==> config.mk <==
export PLATFORM = sky130hd
export DESIGN_NAME = i2c_eeprom_slave
export DESIGN_NICKNAME = d
export VERILOG_FILES = /design/src/rtl/i2c_ee_pkg.sv /design/src/rtl/i2c_ee_sync.sv /design/src/rtl/i2c_ee_cond.sv /design/src/rtl/i2c_eeprom_slave.sv
export SDC_FILE = /design/constraint.sdc
export NUM_CORES = 1
export LEC_CHECK = 0
export BUFFER_PORTS_ARGS = -buffer_cell sky130_fd_sc_hd__buf_2
export CAP_MARGIN = 0
export CELL_PAD_IN_SITES_DETAIL_PLACEMENT = 0
export CELL_PAD_IN_SITES_GLOBAL_PLACEMENT = 2
export CORE_MARGIN = 8
export CORE_UTILIZATION = 38
export CTS_CLUSTER_DIAMETER = 200
export DETAILED_ROUTE_END_ITERATION = 10
export PLACE_DENSITY = 0.88
export SETUP_SLACK_MARGIN = 0.1
export SLEW_MARGIN = 0
export SYNTH_ARGS = -nofsm -noshare
export SYNTH_HDL_FRONTEND = slang
export SYNTH_HIERARCHICAL = 1
export SYNTH_SLANG_ARGS = --single-unit
==> constraint.sdc <==
create_clock -name clk -period 2.3 [get_ports clk]
set_clock_uncertainty 0.1 [all_clocks]
set_input_delay 0.46 -clock clk [delete_from_list [all_inputs] [get_ports clk]]
set_output_delay 0.46 -clock clk [all_outputs]
set_load 0.05 [all_outputs]
==> src/rtl/i2c_ee_pkg.sv <==
package i2c_ee_pkg;

   typedef enum logic [3:0] {
      ST_IDLE,
      ST_CTRL,
      ST_CTRL_ACK,
      ST_WADDR,
      ST_WADDR_ACK,
      ST_WDATA,
      ST_WDATA_ACK,
      ST_RDATA,
      ST_RACK
   } ee_state_t;

   localparam logic [3:0] EE_DEV_CODE = 4'b1010;
   localparam int         EE_BYTE_W   = 8;

endpackage

==> src/rtl/i2c_ee_sync.sv <==
module i2c_ee_sync #(
   parameter int   STAGES = 2,
   parameter logic INIT   = 1'b1
) (
   input  logic clk,
   input  logic rst_n,
   input  logic d,
   output logic q
);

   generate
      if (STAGES < 1) begin : g_bad_depth
         $error("i2c_ee_sync: STAGES must be at least 1");
      end
   endgenerate

   logic [STAGES-1:0] chain;

   generate
      if (STAGES == 1) begin : g_single
         always_ff @(posedge clk or negedge rst_n) begin
            if (!rst_n) chain <= INIT;
            else        chain <= d;
         end
      end else begin : g_multi
         always_ff @(posedge clk or negedge rst_n) begin
            if (!rst_n) chain <= {STAGES{INIT}};
            else        chain <= {chain[STAGES-2:0], d};
         end
      end
   endgenerate

   assign q = chain[STAGES-1];

endmodule

==> src/rtl/i2c_ee_cond.sv <==
module i2c_ee_cond (
   input  logic clk,
   input  logic rst_n,
   input  logic scl_s,
   input  logic sda_s,
   output logic scl_rise,
   output logic scl_fall,
   output logic start_det,
   output logic stop_det
);

   logic scl_p;
   logic sda_p;

   always_ff @(posedge clk or negedge rst_n) begin
      if (!rst_n) begin
         scl_p <= 1'b1;
         sda_p <= 1'b1;
      end else begin
         scl_p <= scl_s;
         sda_p <= sda_s;
      end
   end

   assign scl_rise  =  scl_s & ~scl_p;
   assign scl_fall  = ~scl_s &  scl_p;
   assign start_det =  scl_s &  scl_p &  sda_p & ~sda_s;
   assign stop_det  =  scl_s &  scl_p & ~sda_p &  sda_s;

endmodule

==> src/rtl/i2c_eeprom_slave.sv <==
module i2c_eeprom_slave
   import i2c_ee_pkg::*;
#(
   parameter int         ADDR_W      = 11,
   parameter logic [3:0] DEV_CODE    = EE_DEV_CODE,
   parameter int         SYNC_STAGES = 2
) (
   input  logic              clk,
   input  logic              rst_n,
   input  logic              scl_i,
   input  logic              sda_i,
   input  logic              busy_i,
   input  logic [7:0]        mem_data_i,
   output logic              sda_pull_o,
   output logic              pg_wr_o,
   output logic [ADDR_W-1:0] pg_addr_o,
   output logic [7:0]        pg_data_o,
   output logic              pg_commit_o,
   output logic              mem_rd_o,
   output logic [ADDR_W-1:0] mem_addr_o
);

   localparam int BLK_W = ADDR_W - EE_BYTE_W;

   generate
      if (ADDR_W < 9 || ADDR_W > 11) begin : g_bad_addr
         $error("i2c_eeprom_slave: ADDR_W must lie in 9..11");
      end
   endgenerate

   logic scl_s, sda_s;
   logic scl_rise, scl_fall, start_det, stop_det;

   i2c_ee_sync #(.STAGES(SYNC_STAGES), .INIT(1'b1)) u_sync_scl (
      .clk(clk), .rst_n(rst_n), .d(scl_i), .q(scl_s));
   i2c_ee_sync #(.STAGES(SYNC_STAGES), .INIT(1'b1)) u_sync_sda (
      .clk(clk), .rst_n(rst_n), .d(sda_i), .q(sda_s));

   i2c_ee_cond u_cond (
      .clk(clk), .rst_n(rst_n), .scl_s(scl_s), .sda_s(sda_s),
      .scl_rise(scl_rise), .scl_fall(scl_fall),
      .start_det(start_det), .stop_det(stop_det));

   ee_state_t         st;
   logic [3:0]        bitcnt;
   logic [7:0]        rx, tx;
   logic [BLK_W-1:0]  blk;
   logic [ADDR_W-1:0] ptr_q;
   logic              rnw, wrote, tx_ld;

   always_ff @(posedge clk or negedge rst_n) begin
      if (!rst_n) begin
         st          <= ST_IDLE;
         bitcnt      <= '0;
         rx          <= '0;
         tx          <= '0;
         blk         <= '0;
         ptr_q       <= '0;
         rnw         <= 1'b0;
         wrote       <= 1'b0;
         tx_ld       <= 1'b0;
         sda_pull_o  <= 1'b0;
         pg_wr_o     <= 1'b0;
         pg_addr_o   <= '0;
         pg_data_o   <= '0;
         pg_commit_o <= 1'b0;
         mem_rd_o    <= 1'b0;
         mem_addr_o  <= '0;
      end else begin
         pg_wr_o     <= 1'b0;
         pg_commit_o <= 1'b0;
         mem_rd_o    <= 1'b0;
         // read data returns one clock after the request is seen
         tx_ld       <= mem_rd_o;
         if (tx_ld) tx <= mem_data_i;

         if (stop_det) begin
            sda_pull_o  <= 1'b0;
            st          <= ST_IDLE;
            pg_commit_o <= wrote;
            wrote       <= 1'b0;
         end else if (start_det) begin
            sda_pull_o <= 1'b0;
            st         <= ST_CTRL;
            bitcnt     <= '0;
            wrote      <= 1'b0;
         end else if (scl_rise) begin
            unique case (st)
               ST_CTRL, ST_WADDR, ST_WDATA: begin
                  rx     <= {rx[6:0], sda_s};
                  bitcnt <= bitcnt + 4'd1;
               end
               ST_RDATA: bitcnt <= bitcnt + 4'd1;
               ST_RACK: begin
                  if (!sda_s) begin
                     mem_rd_o   <= 1'b1;
                     mem_addr_o <= ptr_q;
                     ptr_q      <= ptr_q + 1'b1;
                     st         <= ST_RDATA;
                     bitcnt     <= '0;
                  end else begin
                     st <= ST_IDLE;
                  end
               end
               default: ;
            endcase
         end else if (scl_fall) begin
            unique case (st)
               ST_CTRL: if (bitcnt == 4'd8) begin
                  if (rx[7:4] == DEV_CODE && !busy_i) begin
                     sda_pull_o <= 1'b1;
                     st         <= ST_CTRL_ACK;
                     blk        <= rx[BLK_W:1];
                     rnw        <= rx[0];
                     if (rx[0]) begin
                        mem_rd_o   <= 1'b1;
                        mem_addr_o <= ptr_q;
                        ptr_q      <= ptr_q + 1'b1;
                     end
                  end else begin
                     st <= ST_IDLE;
                  end
               end
               ST_CTRL_ACK: begin
                  bitcnt <= '0;
                  if (rnw) begin
                     sda_pull_o <= ~tx[7];
                     st         <= ST_RDATA;
                  end else begin
                     sda_pull_o <= 1'b0;
                     st         <= ST_WADDR;
                  end
               end
               ST_WADDR: if (bitcnt == 4'd8) begin
                  sda_pull_o <= 1'b1;
                  ptr_q      <= {blk, rx};
                  st         <= ST_WADDR_ACK;
               end
               ST_WDATA: if (bitcnt == 4'd8) begin
                  sda_pull_o <= 1'b1;
                  pg_wr_o    <= 1'b1;
                  pg_addr_o  <= ptr_q;
                  pg_data_o  <= rx;
                  ptr_q      <= ptr_q + 1'b1;
                  wrote      <= 1'b1;
                  st         <= ST_WDATA_ACK;
               end
               ST_WADDR_ACK, ST_WDATA_ACK: begin
                  sda_pull_o <= 1'b0;
                  st         <= ST_WDATA;
                  bitcnt     <= '0;
               end
               ST_RDATA: begin
                  if (bitcnt == 4'd8) begin
                     sda_pull_o <= 1'b0;
                     st         <= ST_RACK;
                  end else begin
                     sda_pull_o <= ~tx[3'd7 - bitcnt[2:0]];
                  end
               end
               default: ;
            endcase
         end
      end
   end

endmodule

# --- Word level (Yosys, flattened, before mapping) ---
# Index checks and enable logic that the tools add are counted.
totals:
  ff_bits: 81
  latchBits: 0
  ramBits: 0
  romBits: 0
  inputBits: 13
  output_inout_bits: 34
  wordCells: 169
  memories: 0
classes:
  addsub: 3
  n_mul: 0
  div: 0
  n_lt_le_gt_ge: 1
  eq_ne: 28
  n_shift: 0
  n_mux: 71
  bitwise: 16
  n_reduce_logical: 30
ops:
  columns: ["op", "n"]
  rows:
  - ["11-bit 2-to-1 mux", 17]
  - ["4-bit 2-to-1 mux", 14]
  - ["11-bit one-hot mux with 3 select lines", 1]
  - ["1-bit 2-to-1 mux", 32]
  - ["4-bit one-hot mux with 6 select lines", 1]
  - ["5-bit inequality test, second input constant", 4]
  - ["4-bit by 3-bit equality test with 1-bit output, second input constant", 4]
  - ["3-bit inequality test, second input constant", 5]
  - ["3-bit nonzero test", 5]
  - ["7-bit AND reduction", 2]
  - ["4-bit equality test, second input constant", 3]
  - ["4-bit inequality test, second input constant", 3]
  - ["6-bit AND reduction", 2]
  - ["11-bit by 1-bit adder with 11-bit output, second input constant", 1]
  - ["11-bit AND reduction", 1]
  - ["2-bit nonzero test", 5]
  - ["1-bit inverter", 9]
  - ["9-bit AND reduction", 1]
  - ["9-bit nonzero test", 1]
  - ["4-bit by 2-bit equality test with 1-bit output, second input constant", 2]
  - ["4-bit by 1-bit inequality test with 1-bit output, second input constant", 2]
  - ["4-bit one-hot mux with 2 select lines", 1]
  - ["4-bit AND reduction", 2]
  - ["4-bit nonzero test", 2]
  - ["other kinds (20)", 29]

# --- Logic depth before layout (Yosys ltp) ---
depth:
  depth_word: 10
  ltp_mapped: 8
  mapped_depth_nobuf: 7

# --- Cells and area by module ---
# Netlist, hierarchy kept.
modules_own_cells:
  columns: ["mod", "n_inst", "cells_per_inst", "area_per_inst_um2", "seq_area_each_um2"]
  rows:
  - ["i2c_eeprom_slave", 1, 341, 3594.7, 1876.8]
  - ["i2c_ee_sync", 2, 2, 52.6, 52.6]
  - ["i2c_ee_cond", 1, 6, 85.1, 52.6]

# --- Worst setup path before layout ---
# OpenSTA, ideal clock, no wires.
synth_timing:
  kind: "reg2reg"
  startpoint: "reg u_sync_sda.chain[1]"
  endpoint: "reg mem_addr_o[6]"
  setup_time_ns: 0.128
  arrival_ns: 1.866
  required_time_ns: 2.072
  setup_slack_ns: 0.206
  stages_incl_launch_ff: 7
  path_buffers: 1
  synth_period_minus_slack_ns: 2.094
  cell_sequence: "dfstp_2 -> and4b_1 -> nor4b_1 -> a22oi_1 -> nor2_2 -> buf_4 -> mux2_1"
synth_via:
  elab_chain_cells: 4
  word_cells_on_any_way: 7
  cone_classes: "eq/ne (1); bitwise (5); reduce/logical (1)"
synth_lines:
  columns: ["item", "line_no", "rtl"]
  rows:
  - ["start: declaration", "i2c_ee_sync.sv:17", "logic [STAGES-1:0] chain;"]
  - ["start signal: assignment", "i2c_ee_sync.sv:27", "if (!rst_n) chain <= {STAGES{INIT}};"]
  - ["start signal: assignment", "i2c_ee_sync.sv:28", "else chain <= {chain[STAGES-2:0], d};"]
  - ["1-bit inverter", "i2c_ee_cond.sv:27", "assign start_det = scl_s & scl_p & sda_p & ~sda_s;"]
  - ["1-bit bitwise AND", "i2c_ee_cond.sv:27", null]
  - ["via start_det", "i2c_eeprom_slave.sv:32", "logic scl_rise, scl_fall, start_det, stop_det;"]
  - ["1-bit inverter (no source line)", null, null]
  - ["9-bit AND reduction (no source line)", null, null]
  - ["end signal: assignment", "i2c_eeprom_slave.sv:97", "mem_addr_o <= ptr_q;"]
  - ["end signal: assignment", "i2c_eeprom_slave.sv:117", "mem_addr_o <= ptr_q;"]
  - ["end: declaration", "i2c_eeprom_slave.sv:20", "output logic [ADDR_W-1:0] mem_addr_o"]
# The timed path passes the listed nets, and every way through them passes these cells.
# A chain may end at the register's enable or synchronous reset.

# --- Worst setup path in the final report ---
layout_timing:
  startpoint: "reg u_sync_sda.chain[1]"
  endpoint: "reg blk[0]"
layout_via:
  elab_chain_cells: 4
  word_cells_on_any_way: 6
  cone_classes: "bitwise (5); reduce/logical (1)"
layout_lines:
  columns: ["item", "line_no", "rtl"]
  rows:
  - ["1-bit inverter", "i2c_ee_cond.sv:27", null]
  - ["1-bit bitwise AND", "i2c_ee_cond.sv:27", null]
  - ["via start_det", "i2c_eeprom_slave.sv:32", null]
  - ["1-bit inverter (no source line)", null, null]
  - ["7-bit AND reduction (no source line)", null, null]
  - ["end signal: assignment", "i2c_eeprom_slave.sv:113", "blk <= rx[BLK_W:1];"]
  - ["end: declaration", "i2c_eeprom_slave.sv:47", "logic [BLK_W-1:0] blk;"]
# The timed path passes the listed nets, and every way through them passes these cells.

==> out/metrics.yaml <==
power:
  pwr-share-comb_pct: 26.1
  pwr-share-clk_pct: 25.1
  power_leakage_nw: 2.16
  share_seq_of_total_power_pct: 48.8
  p_sw_share_pct: 35.7
  peakVddDrop_mv: 0.345
  p_per_area_nw_per_um2: 916
  switchingPower_mw: 1.48
  intPower_mw: 2.65
  power_mw: 4.13
floorplanning:
  initial_core_util_pct: 38.9
  die_area_um2: 13400
  num_io_pins: 47
  rows: 36
  coreArea_um2: 9730
  die_y_um: 116
  die_x_um: 116
cells_and_area:
  drive_above_1_share_pct: 32.4
  nets: 429
  area_growth_syn_to_layout_pct: 19.1
  utilization_pct: 46.3
  insertedDiodeCount: 0
  fillCellCount: 976
  regArea_um2: 2040
  layout_common_cells: "74 x dfrtp_1, 69 x nand2_1, 45 x buf_2"
  multi_input_area_um2: 1660
  final_common_cell: "dfrtp_1"
clock_tree:
  clk_pin_slew_ps: 80
  insertion_delay_ps: 350
  clock_path_buffers: 2
  cts_made_buffers: 9
  cts.sinks: 81
  h-tree-depth: 3
  cts_root_buf: "clkbuf_8"
  cts_tree: "done"
setup_path:
  path_cells: "and4b_1, buf_4, nor2_2, buf_4, and4_1, mux2_2"
  cp.required_ps: 2440
  end_kind: "flop"
  slowest_stage: "dfstp_2"
  startpoint_type: "flop"
  worstPathArrival_ps: 2280
  crit_top_cell: "buf_4"
  slowest_delay_ps: 570
  critical_path_class: "reg -> reg"
  worst-path-max-fanout: 5
sta:
  fin_crit_sh_pct: 93.0
  tns_ps: 0
  hold_viol: 0
  finalHoldWorstSlack_ps: 102
  slew_violations: 0
  finalSetupViolations: 0
  fmax_mhz: 468
  worstMarginPinSlew_ps: 509
  fin_crit_ps: 2140
  rsz0062_at_grt: "yes"
  slew-limit-headroom_pct: 66.0
route:
  drtIter0Drc: 91
  wl_per_cell_um: 15.4
  ant_nets: 0
  drc: 0
  vias_per_cell: 5.07
  firstDrtPassIters: 4
  totalWireLength_um: 8470
  vias: 2787
status:
  outcome: "finished clean"
placed_design:
  place_hpwl_um: 5940
  port-buffer-count: 46
  place_congestion: 0.886
global_routing:
  grt.overflow.total: 0
  grt_pass1_vias: 2877
  grt_usage_pct: 13.5
  antenna_found_initial: 0
  grt_start_max_net_pins: 45
  grt_pass1_wl_um: 14300
synthesis:
  yosysWarnings: 6
  yosysTopAreaCellShare_pct: 49.6
  yosysTopAreaCell: "dfrtp_1"
  syn_avg_cell_area_um2: 10.8
  ys_seq_area_share_pct: 53.8
  yosys_most_used_dff: "dfrtp_1"
  synth_cells: 351
  synth_edf_count: 0
  synth_cell_types: 59
  synthTopCellsByArea: "dfrtp_1 50%, mux2_2 7.4%, nand2_1 6.9%, dfstp_2 4.2%, mux2_1 2.7%"
  synthesis.nets: 367
  async_reset_ff_share_pct: 100
  ys_ff_latch: 81
  syn_area_um2: 3780
run:
  maxCapViolations: 0
hold_path:
  hp-class: "in -> reg"
## stage by stage
| step | cells | setup slack [ps] | cell area [um^2] |
|---|---|---|---|
| 6_report | 550 | 161 | 4510 |
| 5_1_grt | 550 | 52.7 | 4510 |
| 4_1_cts | 549 | 104 | 4470 |
| 3_5_place_dp | 532 | 107 | 4260 |
| 3_3_place_gp | 532 | 147 | 4260 |
| 2_1_floorplan | 351 | 206 | 3780 |
## worst paths after layout
check	startpoint	end	slack (ps)	cells past startpoint
setup / recovery	u_sync_sda/chain[1]	blk[0]	160	6
hold / removal	sda_i	u_sync_sda/chain[0]	100	1
setup reg to reg	u_sync_sda/chain[1]	blk[0]	160	6
hold reg to reg	u_sync_scl/chain[0]	u_sync_scl/chain[1]	260	0
max in group asynchronous	rst_n	u_sync_sda/chain[1]	920	3
min in group asynchronous	rst_n	pg_data_o[4]	520	2
## cells in the mapped netlist, drive strengths merged, types with 3 or more instances
| master | n |
|---|---|
| nor2b | 8 |
| mux2 | 34 |
| nand4 | 4 |
| nor2 | 20 |
| ha | 3 |
| a211oi | 4 |
| o21ai | 15 |
| a21oi | 16 |
| and3 | 4 |
| nor3b | 4 |
| dfstp | 6 |
| inv | 6 |
| a22oi | 3 |
| nand2 | 71 |
| dfrtp | 75 |
| nand3 | 9 |
| a31oi | 4 |
| a31o | 3 |
| o22ai | 5 |
| nand2b | 6 |
| buf | 13 |
| nor3 | 6 |
## flip-flops by register name, indices dropped and copies added, names as in the netlist, 2 cells and up
register and count:
u_sync_sda/chain 2, blk 3, pg_addr_o 11, st 4, u_sync_scl/chain 2, mem_addr_o 11
rx 8, ptr_q 11, bitcnt 4, pg_data_o 8, tx 8
## layout make-up
cell class	count	share of cell area, %
sequential	81	45.2
tap	133	3.69
multi-input combinational	249	36.7
timing repair buffer	66	9.66
inverter	6	0.500
clock buffer	10	3.05
clock inverter	5	1.19
## kinds of logic after synthesis
| family | share of synthesized area [%] |
|---|---|
| flip-flops | 53.8 |
| adder cells (fa/ha/maj) | 0.992 |
| buffers and inverters | 3.17 |
| AND/OR/NAND/NOR | 19.8 |
| AO/OA/AOI/OAI | 10.2 |
| multiplexers | 11.8 |
| XOR/XNOR | 0.231 |
## power by group through the flow
| stage | Sequential, mW | Combinational [mW] | Clock, mW |
|---|---|---|---|
| after floorplan | 2.08 | 0.700 | 0 |
| after global placement | 2.04 | 1.05 | 0 |
| after detailed placement | 2.04 | 1.07 | 0 |
| after CTS | 2.01 | 1.08 | 1.07 |
| after global routing | 2.06 | 1.20 | 1.12 |
| final | 2.02 | 1.08 | 1.03 |
## worst max-delay path, delay by kind of cell, from the launching register on
family	cells	cell delay [ps]
buffers and inverters	2	320
DFF	1	570
muxes	1	360
and+or+nand+nor	3	680
## repair_timing
item / 4_1_cts / 5_1_grt
buffers inserted: 1 / 1
hold buffers: 1 / 0
resized for setup: 0 / 9
endpoints found under the setup margin: 1 / 38
hold endpoints to repair: 37 / 0
## routing by layer
layer	wire length [um]	vias to the layer above	GRT usage (%)
li1	-	1363	-
met1	3730	1354	16.4
met2	4160	58	22.5
met3	455	12	4.12
met4	121	0	3.80
met5	0	-	0
Power figures use the tool's default switching activity.
